### src/rtl/phy_mgmt_pkg.sv
package phy_mgmt_pkg;

  localparam int WORD_W = 16;

  // register numbers
  localparam int RN_CTRL = 0;
  localparam int RN_STAT = 1;
  localparam int RN_ID_HI = 2;
  localparam int RN_ID_LO = 3;
  localparam int RN_ADV = 4;
  localparam int RN_PARTNER = 5;

  // control bits
  localparam int CB_SOFT_RST = 15;
  localparam int CB_SPEED100 = 13;
  localparam int CB_AN_EN = 12;
  localparam int CB_FULL_DUP = 8;

  // status bits
  localparam int SB_TX100_FD = 14;
  localparam int SB_TX100_HD = 13;
  localparam int SB_T10_FD = 12;
  localparam int SB_T10_HD = 11;
  localparam int SB_PRE_SUPP = 6;
  localparam int SB_AN_ABLE = 3;
  localparam int SB_LINK = 2;

  // ability bits, shared by advertisement and partner words
  localparam int AB_TX100_FD = 8;
  localparam int AB_TX100 = 7;
  localparam int AB_T10_FD = 6;
  localparam int AB_T10 = 5;
  localparam int AB_SEL_CSMA = 0;

  localparam logic [WORD_W-1:0] CTRL_INIT =
    WORD_W'((1 << CB_SPEED100) | (1 << CB_AN_EN) | (1 << CB_FULL_DUP));

  localparam logic [WORD_W-1:0] STAT_FIXED =
    WORD_W'((1 << SB_TX100_FD) | (1 << SB_TX100_HD) | (1 << SB_T10_FD) |
            (1 << SB_T10_HD) | (1 << SB_PRE_SUPP) | (1 << SB_AN_ABLE));

  localparam logic [WORD_W-1:0] ADV_INIT =
    WORD_W'((1 << AB_TX100_FD) | (1 << AB_TX100) | (1 << AB_T10_FD) |
            (1 << AB_T10) | (1 << AB_SEL_CSMA));

  localparam logic [WORD_W-1:0] PARTNER_DOWN = WORD_W'(1 << AB_TX100);

  localparam logic [WORD_W-1:0] PARTNER_UP =
    PARTNER_DOWN | WORD_W'((1 << AB_TX100_FD) | (1 << AB_T10_FD) |
                           (1 << AB_T10) | (1 << AB_SEL_CSMA));

  function automatic logic [WORD_W-1:0] partner_word(input logic up);
    return up ? PARTNER_UP : PARTNER_DOWN;
  endfunction

  function automatic logic [WORD_W-1:0] status_word(input logic up);
    logic [WORD_W-1:0] w;
    w = STAT_FIXED;
    w[SB_LINK] = up;
    return w;
  endfunction

endpackage

### src/rtl/phy_tgt_reg.sv
module phy_tgt_reg #(
  parameter int TGT_W    = 16,
  parameter int FIELD_W  = 8,
  parameter int ADDR_POS = 8,
  parameter int REG_POS  = 0
) (
  input  logic               clk,
  input  logic               rst_n,
  input  logic               we_i,
  input  logic [TGT_W-1:0]   wdata_i,
  output logic [FIELD_W-1:0] phy_addr_o,
  output logic [FIELD_W-1:0] reg_num_o
);

  logic [FIELD_W-1:0] addr_q, reg_q;

  always_ff @(posedge clk) begin
    if (!rst_n) begin
      addr_q <= '0;
      reg_q  <= '0;
    end else if (we_i) begin
      addr_q <= wdata_i[ADDR_POS +: FIELD_W];
      reg_q  <= wdata_i[REG_POS +: FIELD_W];
    end
  end

  assign phy_addr_o = addr_q;
  assign reg_num_o  = reg_q;

endmodule

### src/rtl/phy_ctrl_regs.sv
module phy_ctrl_regs
  import phy_mgmt_pkg::*;
#(
  parameter int FIELD_W = 8
) (
  input  logic               clk,
  input  logic               rst_n,
  input  logic               wr_en_i,
  input  logic [FIELD_W-1:0] reg_num_i,
  input  logic [WORD_W-1:0]  wdata_i,
  output logic [WORD_W-1:0]  ctrl_o,
  output logic [WORD_W-1:0]  adv_o
);

  logic [WORD_W-1:0] ctrl_q, adv_q;
  int unsigned       sel;

  assign sel = int'(reg_num_i);

  always_ff @(posedge clk) begin
    if (!rst_n) begin
      ctrl_q <= CTRL_INIT;
      adv_q  <= ADV_INIT;
    end else if (wr_en_i) begin
      if (sel == RN_CTRL) begin
        if (wdata_i[CB_SOFT_RST]) begin
          ctrl_q <= CTRL_INIT;
          adv_q  <= ADV_INIT;
        end else begin
          ctrl_q <= wdata_i;
        end
      end else if (sel == RN_ADV) begin
        adv_q <= wdata_i;
      end
    end
  end

  assign ctrl_o = ctrl_q;
  assign adv_o  = adv_q;

endmodule

### src/rtl/phy_rd_mux.sv
module phy_rd_mux
  import phy_mgmt_pkg::*;
#(
  parameter int                FIELD_W = 8,
  parameter logic [WORD_W-1:0] ID_HI   = 16'h0022,
  parameter logic [WORD_W-1:0] ID_LO   = 16'h5512
) (
  input  logic               hit_i,
  input  logic [FIELD_W-1:0] reg_num_i,
  input  logic               link_i,
  input  logic [WORD_W-1:0]  ctrl_i,
  input  logic [WORD_W-1:0]  adv_i,
  output logic [WORD_W-1:0]  rd_data_o
);

  int unsigned sel;
  assign sel = int'(reg_num_i);

  always_comb begin
    rd_data_o = '0;
    if (!hit_i) begin
      rd_data_o = '1;
    end else begin
      case (sel)
        RN_CTRL:    rd_data_o = ctrl_i;
        RN_STAT:    rd_data_o = status_word(link_i);
        RN_ID_HI:   rd_data_o = ID_HI;
        RN_ID_LO:   rd_data_o = ID_LO;
        RN_ADV:     rd_data_o = adv_i;
        RN_PARTNER: rd_data_o = partner_word(link_i);
        default:    rd_data_o = '0;
      endcase
    end
  end

endmodule

### src/rtl/phy_mgmt_regs.sv
module phy_mgmt_regs
  import phy_mgmt_pkg::*;
#(
  parameter int                PHY_ADDR = 1,
  parameter int                TGT_W    = 16,
  parameter int                FIELD_W  = 8,
  parameter int                ADDR_POS = 8,
  parameter int                REG_POS  = 0,
  parameter logic [WORD_W-1:0] ID_HI    = 16'h0022,
  parameter logic [WORD_W-1:0] ID_LO    = 16'h5512
) (
  input  logic              clk,
  input  logic              rst_n,
  input  logic              link_up_i,
  input  logic              tgt_we_i,
  input  logic [TGT_W-1:0]  tgt_wdata_i,
  input  logic              wr_valid_i,
  input  logic [WORD_W-1:0] wr_data_i,
  output logic [WORD_W-1:0] rd_data_o
);

  localparam logic [FIELD_W-1:0] OWN_ADDR = FIELD_W'(PHY_ADDR);

  logic [FIELD_W-1:0] phy_addr, reg_num;
  logic [WORD_W-1:0]  ctrl_w, adv_w;
  logic               hit;

  phy_tgt_reg #(
    .TGT_W(TGT_W), .FIELD_W(FIELD_W), .ADDR_POS(ADDR_POS), .REG_POS(REG_POS)
  ) tgt_i (
    .clk(clk), .rst_n(rst_n), .we_i(tgt_we_i), .wdata_i(tgt_wdata_i),
    .phy_addr_o(phy_addr), .reg_num_o(reg_num)
  );

  assign hit = (phy_addr == OWN_ADDR);

  phy_ctrl_regs #(.FIELD_W(FIELD_W)) regs_i (
    .clk(clk), .rst_n(rst_n), .wr_en_i(wr_valid_i & hit),
    .reg_num_i(reg_num), .wdata_i(wr_data_i),
    .ctrl_o(ctrl_w), .adv_o(adv_w)
  );

  phy_rd_mux #(.FIELD_W(FIELD_W), .ID_HI(ID_HI), .ID_LO(ID_LO)) mux_i (
    .hit_i(hit), .reg_num_i(reg_num), .link_i(link_up_i),
    .ctrl_i(ctrl_w), .adv_i(adv_w), .rd_data_o(rd_data_o)
  );

endmodule

### config.mk
export PLATFORM = sky130hd
export DESIGN_NAME = phy_mgmt_regs
export DESIGN_NICKNAME = d
export VERILOG_FILES = /design/src/rtl/phy_mgmt_pkg.sv /design/src/rtl/phy_tgt_reg.sv /design/src/rtl/phy_ctrl_regs.sv /design/src/rtl/phy_rd_mux.sv /design/src/rtl/phy_mgmt_regs.sv
export SDC_FILE = /design/constraint.sdc
export NUM_CORES = 1
export LEC_CHECK = 0
export BUFFER_PORTS_ARGS = -buffer_cell sky130_fd_sc_hd__buf_2
export CAP_MARGIN = 10
export CORE_MARGIN = 4
export CORE_UTILIZATION = 45
export CTS_CLUSTER_SIZE = 30
export DETAILED_ROUTE_END_ITERATION = 8
export GPL_ROUTABILITY_DRIVEN = 0
export PLACE_DENSITY = 0.69
export SETUP_SLACK_MARGIN = 0.2
export SLEW_MARGIN = 20
export SYNTH_ARGS = -nofsm -noshare
export SYNTH_HDL_FRONTEND = slang
export SYNTH_SLANG_ARGS = --single-unit
### constraint.sdc
create_clock -name clk -period 4.5 [get_ports clk]
set_clock_uncertainty 0.2 [all_clocks]
set_input_delay 1.125 -clock clk [delete_from_list [all_inputs] [get_ports clk]]
set_output_delay 1.125 -clock clk [all_outputs]
set_load 0.05 [all_outputs]
==> results of run 1 <==
## area by class of cell
class / count / share of cell area (%)
clock inverters: 2 / 1.33
flip-flops and latches: 47 / 35.7
well taps: 67 / 3.18
clock buffers: 6 / 3.13
repair buffers: 55 / 10.7
multi-input cells: 184 / 45.7
inverters: 2 / 0.284
## synthesized netlist by cell type (2+ instances only)
cell,n,area (sq um)
dfxtp_1,47,941
mux2i_1,33,330
nand2_1,31,116
nor2_1,30,113
a21oi_1,21,105
o21ai_1,18,90.1
clkbuf_1,13,48.8
nand4b_1,13,114
buf_2,5,25.0
nor4_1,5,31.3
a221o_1,4,40.0
a22oi_1,4,30.0
nand2b_1,3,18.8
a221oi_1,2,17.5
a31oi_1,2,12.5
buf_1,2,7.51
buf_6,2,22.5
inv_1,2,7.51
## sequential cells by signal (all words and copies together) (netlist names)
signal            flops
tgt_i.reg_num_o       8
regs_i.ctrl_o        15
tgt_i.phy_addr_o      8
regs_i.adv_o         16
## worst max path at each step
stage	end	slack, ns	cells after the start
finish	rd_data_o[1]	0.61	5
detailed placement	rd_data_o[5]	0.86	6
global route	rd_data_o[11]	0.48	5
CTS	rd_data_o[1]	0.60	5
global placement	rd_data_o[5]	0.81	6
floorplan	rd_data_o[5]	0.55	3
## logic make-up (layout without fill, tap and decap cells)
kind of cell / Yosys count / in the layout
AO/OA/AOI/OAI: 58 / 58
AND/OR/NAND/NOR: 93 / 93
flip-flops: 47 / 47
multiplexers: 33 / 33
buffers and inverters: 26 / 65
## critical path: stages, from the launching register on
cell and delay, ns:
dfxtp_1 0.31, or4_4 0.63, nor4_4 0.70, a22oi_1 0.20
o211ai_1 0.12, buf_2 0.30
## layer usage
metal	global-route usage [%]	share of wire, %	up-vias
li1	-	-	997
met1	26.4	47	935
met2	29.5	46	61
met3	4.54	6.3	4
met4	4.64	0.69	0
met5	0	0	-
## where the power goes
group	total, mW	internal, mW	switching, mW
clock	0.318	0.180	0.138
combinational	0.142	0.0466	0.0955
sequential	0.434	0.425	0.00963
total	0.894	0.651	0.243
==> flow_summary.yaml, run 1 <==
outcome:
  status: "finished clean"
detailed_routing:
  vias_per_cell: 5.50
  drc: 0
  vias: 1997
  wire_per_inst_um: 16.0
  ant_nets: 0
  firstDrtPassIters: 4
  drt-initial-drc-count: 186
  wirelength_um: 5800
worst_setup_path:
  cp_data_arrival_time_ns: 2.56
  r2r-end: "regs_i.ctrl_o[8]"
  path_class: "flop to primary output"
  r2r_start: "tgt_i.phy_addr_o[1]"
  r2r_cells: 4
  crit_required_ns: 3.17
  cp-startpoint: "tgt_i.reg_num_o[7]"
  worstPathMaxFanout: 14
  cp-start-kind: "flop"
  rrSetupSlack_ns: 2.05
  critical_path.endpoint_type: "primary output"
final_layout:
  synthToLayoutAreaGrowth_pct: 15.7
  layout_common_cells: "buf_2 (52), dfxtp_1 (47), mux2i_1 (33)"
  final_layout_size_suffix_gt1_share_pct: 23.6
  seqCellArea_sq_um: 941
  nets: 332
  fillCellCount: 462
  multi_input_area_sq_um: 1210
  final_area_sq_um: 2640
  antennaDiodeCount: 0
  final_common_cell: "buf_2"
  final_util_pct: 54.8
  stdcell_count: 363
logic_synthesis:
  yosys.area_share.simple_pct: 21.9
  synthCells: 257
  synth_top_family_by_area: "simple AND/OR/NAND/NOR gates"
  ys_ff_latch: 47
  syn_area_per_cell_sq_um: 8.88
  synth_mux_area_share_pct: 14.5
  yosysWarningCount: 0
  yosys.area_share.xor_xnor_pct: 0
  synth_edf_count: 0
  synth_area_sq_um: 2280
  ys_types: 38
  synth_ff_type: "dfxtp_1"
  synth_compound_area_share_pct: 16.5
  ys_seq_area_share_pct: 41.3
  synthAdderAreaFrac_pct: 0
  async_reset_ff_share_pct: 0
  syn-num-nets: 294
power:
  p_per_area_nw_per_um2: 339
  power.total_uw: 894
  irDropWorstVdd_uv: 164
  leakage_nw: 1.11
floorplanning:
  coreArea_sq_um: 4820
  num_io_pins: 53
  die_w_um: 79.2
  die_h_um: 79.2
  start_util_pct: 47.4
  dieArea_sq_um: 6270
  rows: 25
cts:
  postCtsResizedCells: 0
  clockBufferDepth: 2
  cts_made_buffers: 5
  clkSlewWorstSetupHoldPaths_ns: 0.08
  ctsHoldBuffers: 0
  clock_latency_ns: 0.30
  tritoncts: "done"
  htree_levels: 2
  clockRootBuffer: "clkbuf_8"
  clock_sinks: 47
  cts_setup_buffers: 0
timing:
  slew_violations: 0
  holdWs_ns: 0.265
  rsz0062_at_grt: "false"
  fin_ws_ns: 0.614
  final-hold-violation-count: 0
  post-route-min-period_ns: 3.89
  tightestPinTransition_ns: 1.06
  tns_ns: 0
  fmax_ghz: 0.257
  relSlewSlack_pct: 29.3
  fin_crit_sh_pct: 86.4
  finalSetupViolCount: 0
place:
  dp_slack_ns: 0.864
  placed_area_sq_um: 2520
  portBuffers: 52
  place_inst: 355
  dp_hpwl_um: 3910
hold_path:
  hp-class: "flop to flop"
  holdPathEnd: "regs_i.adv_o[4]"
  hold_path_depth: 2
  hold_start: "regs_i.adv_o[4]"
global_route:
  antenna_found_initial: 0
  grt_pass1_wl_um: 9370
  grt_pass1_vias: 1876
  overflow: 0
  grt_max_degree: 34
  grt.total_usage_pct: 19.0
job:
  cap_violations: 0
No activity file was read; power rests on OpenSTA's default activity.
==> inputs of run 2 (changes only) <==
- SYNTH_HIERARCHICAL: not set -> 1
==> run 2 against run 1 <==
- flip-flop and latch count stayed put
- non-clock buffer count is 1 lower
- cell count is 8.3% lower
- via count is 5.5% lower
- count of clock-buffer cells in the layout stayed put
- worst hold slack hardly changed
- worst setup slack better by 0.20 ns
- cell area hardly changed
- fmax is 5.3% higher
- critical path type unchanged
==> flow_summary.yaml, run 2 <==
outcome:
  status: "finished clean"
worst_setup_path:
  cp_data_arrival_time_ns: 2.37
  path_cells: "nor4b_2 > and2_1 > a221o_1 > buf_2"
  r2r_cells: 5
  cp-startpoint: "tgt_i/reg_num_o[2]"
  path_class: "flop to primary output"
  slowest_stage: "dfxtp_1"
  worstPathMaxFanout: 12
  critical_path.endpoint_type: "primary output"
  critPathBufInv: 1
  cp.depth: 4
  cp-start-kind: "flop"
  path_delay_family: "simple AND/OR/NAND/NOR gates"
  crit_required_ns: 3.17
  cp_slowest_stage_delay_ns: 0.58
  r2r_start: "tgt_i/phy_addr_o[7]"
logic_synthesis:
  syn-num-nets: 258
  synth_edf_count: 0
  yosysMostFrequentCell: "dfxtp_1"
  synth_area_sq_um: 2310
  synthCells: 221
  syn_area_per_cell_sq_um: 10.4
  synthAdderAreaFrac_pct: 0
  yosys.area_share.xor_xnor_pct: 0
  yosys.area_share.simple_pct: 24.0
  async_reset_ff_share_pct: 0
  synth_area_leaders: "dfxtp_1 (41%), mux2i_1 (13%), a22o_2 (4.8%), a221o_1 (4.3%), nor2b_1 (4.3%)"
  yosysTopAreaCell: "dfxtp_1"
  yosysWarningCount: 6
  yosys-top-cells-count: "dfxtp_1 (47), mux2i_1 (29), nor2b_1 (16), nand2_1 (13), nand3b_1 (12)"
  ys_ff_latch: 47
  ys_seq_area_share_pct: 40.8
  synth_top_family_by_area: "simple AND/OR/NAND/NOR gates"
  ys_types: 41
  netlist.area_leader.share_pct: 40.8
  synth_compound_area_share_pct: 16.9
  synth_mux_area_share_pct: 12.6
  synth_ff_type: "dfxtp_1"
detailed_routing:
  drc: 0
  vias: 1887
  drt-initial-drc-count: 117
  ant_nets: 0
  firstDrtPassIters: 4
  wire_per_inst_um: 16.4
  vias_per_cell: 5.67
  wirelength_um: 5450
timing:
  final-hold-violation-count: 0
  post-route-min-period_ns: 3.69
  relSlewSlack_pct: 35.6
  slew_violations: 0
  tns_ns: 0
  fmax_ghz: 0.271
  tightestPinTransition_ns: 0.963
  rsz0062_at_grt: "false"
  fin_crit_sh_pct: 82.0
  finalSetupViolCount: 0
final_layout:
  synthToLayoutAreaGrowth_pct: 14.5
  largest_reg_flops: 16
  nets: 303
  layout_common_cells: "buf_2 (52), dfxtp_1 (47), mux2i_1 (29)"
  final_layout_size_suffix_gt1_share_pct: 31.2
  antennaDiodeCount: 0
  final_common_cell: "buf_2"
  final_area_sq_um: 2640
global_route:
  antenna_found_initial: 0
  grt_pass1_wl_um: 8940
  grt.total_usage_pct: 18.0
  grt_max_degree: 48
  grt_pass1_vias: 1826
  overflow: 0
hold_path:
  hp-class: "flop to flop"
  hold_start: "regs_i/ctrl_o[0]"
  hold_path_depth: 2
cts:
  ctsHoldBuffers: 0
  clockBufferDepth: 2
  clkSlewWorstSetupHoldPaths_ns: 0.08
  cts_setup_buffers: 0
  clock_latency_ns: 0.30
  cts_made_buffers: 5
  clock_sinks: 47
  htree_levels: 2
  postCtsResizedCells: 0
  clockRootBuffer: "clkbuf_8"
  tritoncts: "done"
power:
  leakage_nw: 0.981
  power_frac_seq_pct: 53.3
  power.total_uw: 822
  intPower_uw: 593
  p_sw_share_pct: 27.8
  irDropWorstVdd_uv: 197
  p_per_area_nw_per_um2: 311
  combPwrFrac_pct: 15.3
  power.switching_uw: 229
  p_clk_share_pct: 31.4
floorplanning:
  die_h_um: 79.6
  coreArea_sq_um: 4850
  rows: 25
  dieArea_sq_um: 6330
  start_util_pct: 47.6
  die_w_um: 79.6
  num_io_pins: 53
place:
  dp_hpwl_um: 3830
  portBuffers: 52
  placed_area_sq_um: 2550
job:
  cap_violations: 0
==> run 2: worst paths after layout <==
kind                      endpoint  slack [ns]
setup / recovery      rd_data_o[5]        0.81
hold / removal    regs_i/ctrl_o[0]        0.27
setup reg to reg  regs_i/ctrl_o[3]        1.83
hold reg to reg   regs_i/ctrl_o[0]        0.27
==> run 2: routing by layer <==
metal,routed length (um),track usage (%),vias to the layer above
met4,78,7.04,0
met1,2490,24.3,890
met2,2480,27.0,61
li1,-,-,927
met5,0,0,-
met3,395,5.08,9
==> run 2: per-stage QoR <==
step                hold WS [ns]  cells  worst slack [ns]  util, %
floorplan                  0.234    221             0.772        -
global placement           0.245    326              1.23     52.7
detailed placement         0.247    326              1.16     52.7
CTS                        0.266    333             0.813     54.5
global route               0.279    333             0.619     54.5
finish                     0.266    333             0.809     54.5
==> run 2: power groups by stage <==
stage | Combinational, mW | Clock [mW] | Sequential [mW]
2_1_floorplan | 0.0951 | 0 | 0.442
5_1_grt | 0.137 | 0.287 | 0.440
4_1_cts | 0.126 | 0.264 | 0.438
6_report | 0.126 | 0.258 | 0.438
3_3_place_gp | 0.124 | 0 | 0.447
3_5_place_dp | 0.126 | 0 | 0.448
==> run 2: worst reg2reg max path, delay by kind of cell, from the launching register on <==
family / cells / cell delay (ns)
muxes: 1 / 0.28
DFF: 1 / 0.33
and+or+nand+nor: 4 / 1.80
==> run 2: final cells by class <==
type	instances	area [sq um]
Clock buffer	6	82.6
Clock inverter	1	5.00
Fill cell	447	2210
Inverter	4	15.0
Multi-Input combinational cell	154	1240
Sequential cell	47	941
Tap cell	67	83.8
Timing Repair Buffer	54	275
==> run 2: kinds of logic after synthesis <==
group,count (synthesis)
flip-flops,47
buffers and inverters,20
AND/OR/NAND/NOR,83
AO/OA/AOI/OAI,41
multiplexers,29
other,1
==> inputs of run 3 (changes only) <==
- ABC_AREA: not set -> 1
- PLACE_DENSITY: 0.69 -> 0.68
- clock period: 4.5 -> 3.5 ns (I/O delays scaled with it)
==> run 3 against run 2 <==
- worst setup slack lost 0.19 ns
- wire length grew 11%
- register-to-register slack lost 0.45 ns
- synthesized area grew 9.9%
==> flow_summary.yaml, run 3 <==
cts:
  htree_levels: 2
  clockBufferDepth: 2
  clock_latency_ns: 0.29
  cts_made_buffers: 5
  tritoncts: "done"
  clock_sinks: 47
  postCtsResizedCells: 0
  clockRootBuffer: "clkbuf_8"
  cts_setup_buffers: 0
  clkSlewWorstSetupHoldPaths_ns: 0.08
  ctsHoldBuffers: 0
worst_setup_path:
  cp-start-kind: "flop"
  cp_data_arrival_time_ns: 1.81
  cp_slowest_stage_delay_ns: 0.43
  critPathBufInv: 1
  path_class: "flop to primary output"
  path_delay_family: "simple AND/OR/NAND/NOR gates"
  path_cells: "nor2_4 > nand3_1 > nor2_1 > nand2_1 > nand4_1 > buf_2"
  worstPathMaxFanout: 6
  crit_required_ns: 2.42
  critical_path.endpoint_type: "primary output"
  slowest_stage: "nor2_1"
detailed_routing:
  vias_per_cell: 4.85
  wirelength_um: 6060
  firstDrtPassIters: 4
  drc: 0
  ant_nets: 0
  vias: 2438
  wire_per_inst_um: 12.0
  drt-initial-drc-count: 145
final_layout:
  largest_reg_flops: 16
  seqCellArea_sq_um: 941
  final_util_pct: 51.3
  layout_common_cells: "nand2_1 (89), nor2_1 (89), buf_2 (52)"
  nets: 469
  synthToLayoutAreaGrowth_pct: 10.8
  antennaDiodeCount: 0
  final_layout_size_suffix_gt1_share_pct: 18.3
  fillCellCount: 621
  multi_input_area_sq_um: 1270
timing:
  tightestPinTransition_ns: 0.800
  post-route-min-period_ns: 2.88
  final-hold-violation-count: 0
  finalSetupViolCount: 0
  fmax_ghz: 0.347
  slew_violations: 0
  rsz0062_at_grt: "false"
  holdWs_ns: 0.261
  relSlewSlack_pct: 46.5
  fin_ws_ns: 0.615
  fin_crit_sh_pct: 82.4
  tns_ns: 0
logic_synthesis:
  synth_area_leaders: "dfxtp_1 (37%), nand2_1 (13%), nor2_1 (13%), nand3_1 (7.7%), inv_1 (6.1%)"
  async_reset_ff_share_pct: 0
  synthCells: 392
  syn-num-nets: 429
  yosys-top-cells-count: "nand2_1 (89), nor2_1 (89), dfxtp_1 (47), inv_1 (41), nand3_1 (39)"
  ys_seq_area_share_pct: 37.1
  synth_area_sq_um: 2530
  yosysWarningCount: 6
  netlist.area_leader.share_pct: 37.1
  ys_ff_latch: 47
  synth_ff_type: "dfxtp_1"
  ys_types: 23
  yosysTopAreaCell: "dfxtp_1"
  synth_edf_count: 0
  syn_area_per_cell_sq_um: 6.47
outcome:
  status: "finished clean"
global_route:
  grt_pass1_wl_um: 10400
  grt_pass1_vias: 2240
  overflow: 0
  antenna_found_initial: 0
  grt.total_usage_pct: 18.2
  grt_max_degree: 33
floorplanning:
  coreArea_sq_um: 5470
  die_w_um: 83.1
  start_util_pct: 46.3
  num_io_pins: 53
  die_h_um: 83.1
  dieArea_sq_um: 6900
  rows: 27
place:
  dp_hpwl_um: 4110
  dp_slack_ns: 0.835
  portBuffers: 52
hold_path:
  hp-class: "flop to flop"
power:
  leakage_nw: 1.34
  power.total_mw: 1.04
  irDropWorstVdd_uv: 144
  p_per_area_nw_per_um2: 372
job:
  cap_violations: 0
-- run 3: cell types whose count changed after synthesis, moves of 16 or more --
cell and delta:
nand2_1 +76, inv_1 +37, nor2_1 +84, nor2b_1 -16, nand3_1 +29, mux2i_1 -29, o21ai_0 +22
-- run 3: cell families (layout without fill, tap and decap cells) --
| family | count (synthesis) | count (layout) | share of synthesized area (%) |
|---|---|---|---|
| buf+inv | 65 | 104 | 12.9 |
| other cells | 1 | 1 | 0.148 |
| simple gates | 240 | 240 | 41.5 |
| flops | 47 | 47 | 37.1 |
| compound gates | 39 | 39 | 8.39 |
-- run 3: path summary, 6_finish.rpt --
path	slack [ns]	end	startpoint	cells past startpoint
worst min-delay path	0.26	regs_i/adv_o[8]	regs_i/adv_o[8]	2
worst max-delay path	0.62	rd_data_o[2]	tgt_i/reg_num_o[3]	6
worst min register to register	0.26	regs_i/adv_o[8]	regs_i/adv_o[8]	2
worst max register to register	1.38	regs_i/adv_o[3]	tgt_i/phy_addr_o[6]	12
-- run 3: power breakdown --
part           internal, mW  total, mW  leakage [nW]  switching (mW)
Combinational        0.0567      0.180         0.916           0.123
Clock                 0.134      0.303        0.0371           0.169
Sequential            0.549      0.562         0.383          0.0131
Total                 0.739       1.04          1.34           0.306
-- run 3: layer usage --
| metal | GRT usage, % | routed length (um) |
|---|---|---|
| met5 | 0 | 0 |
| met4 | 5.35 | 58 |
| met3 | 4.46 | 434 |
| met2 | 29.2 | 2750 |
| met1 | 24.1 | 2820 |
-- run 3: worst min-delay path, cell delays in order (launching register included) --
cell and delay [ns]:
dfxtp_1 0.33, nand2_1 0.05, nand3_1 0.05
-- run 3: metrics by stage --
| step | cells | instance area [sq um] |
|---|---|---|
| floorplan | 392 | 2530 |
| global placement | 497 | 2740 |
| detailed placement | 497 | 2740 |
| CTS | 503 | 2810 |
| global route | 503 | 2810 |
| finish | 503 | 2810 |
-- run 3: layout make-up --
type | count | area share (%)
flip-flops and latches | 47 | 33.5
multi-input cells | 280 | 45.1
well taps | 72 | 3.21
inverters | 45 | 6.02
clock buffers | 6 | 2.58
repair buffers | 53 | 9.54
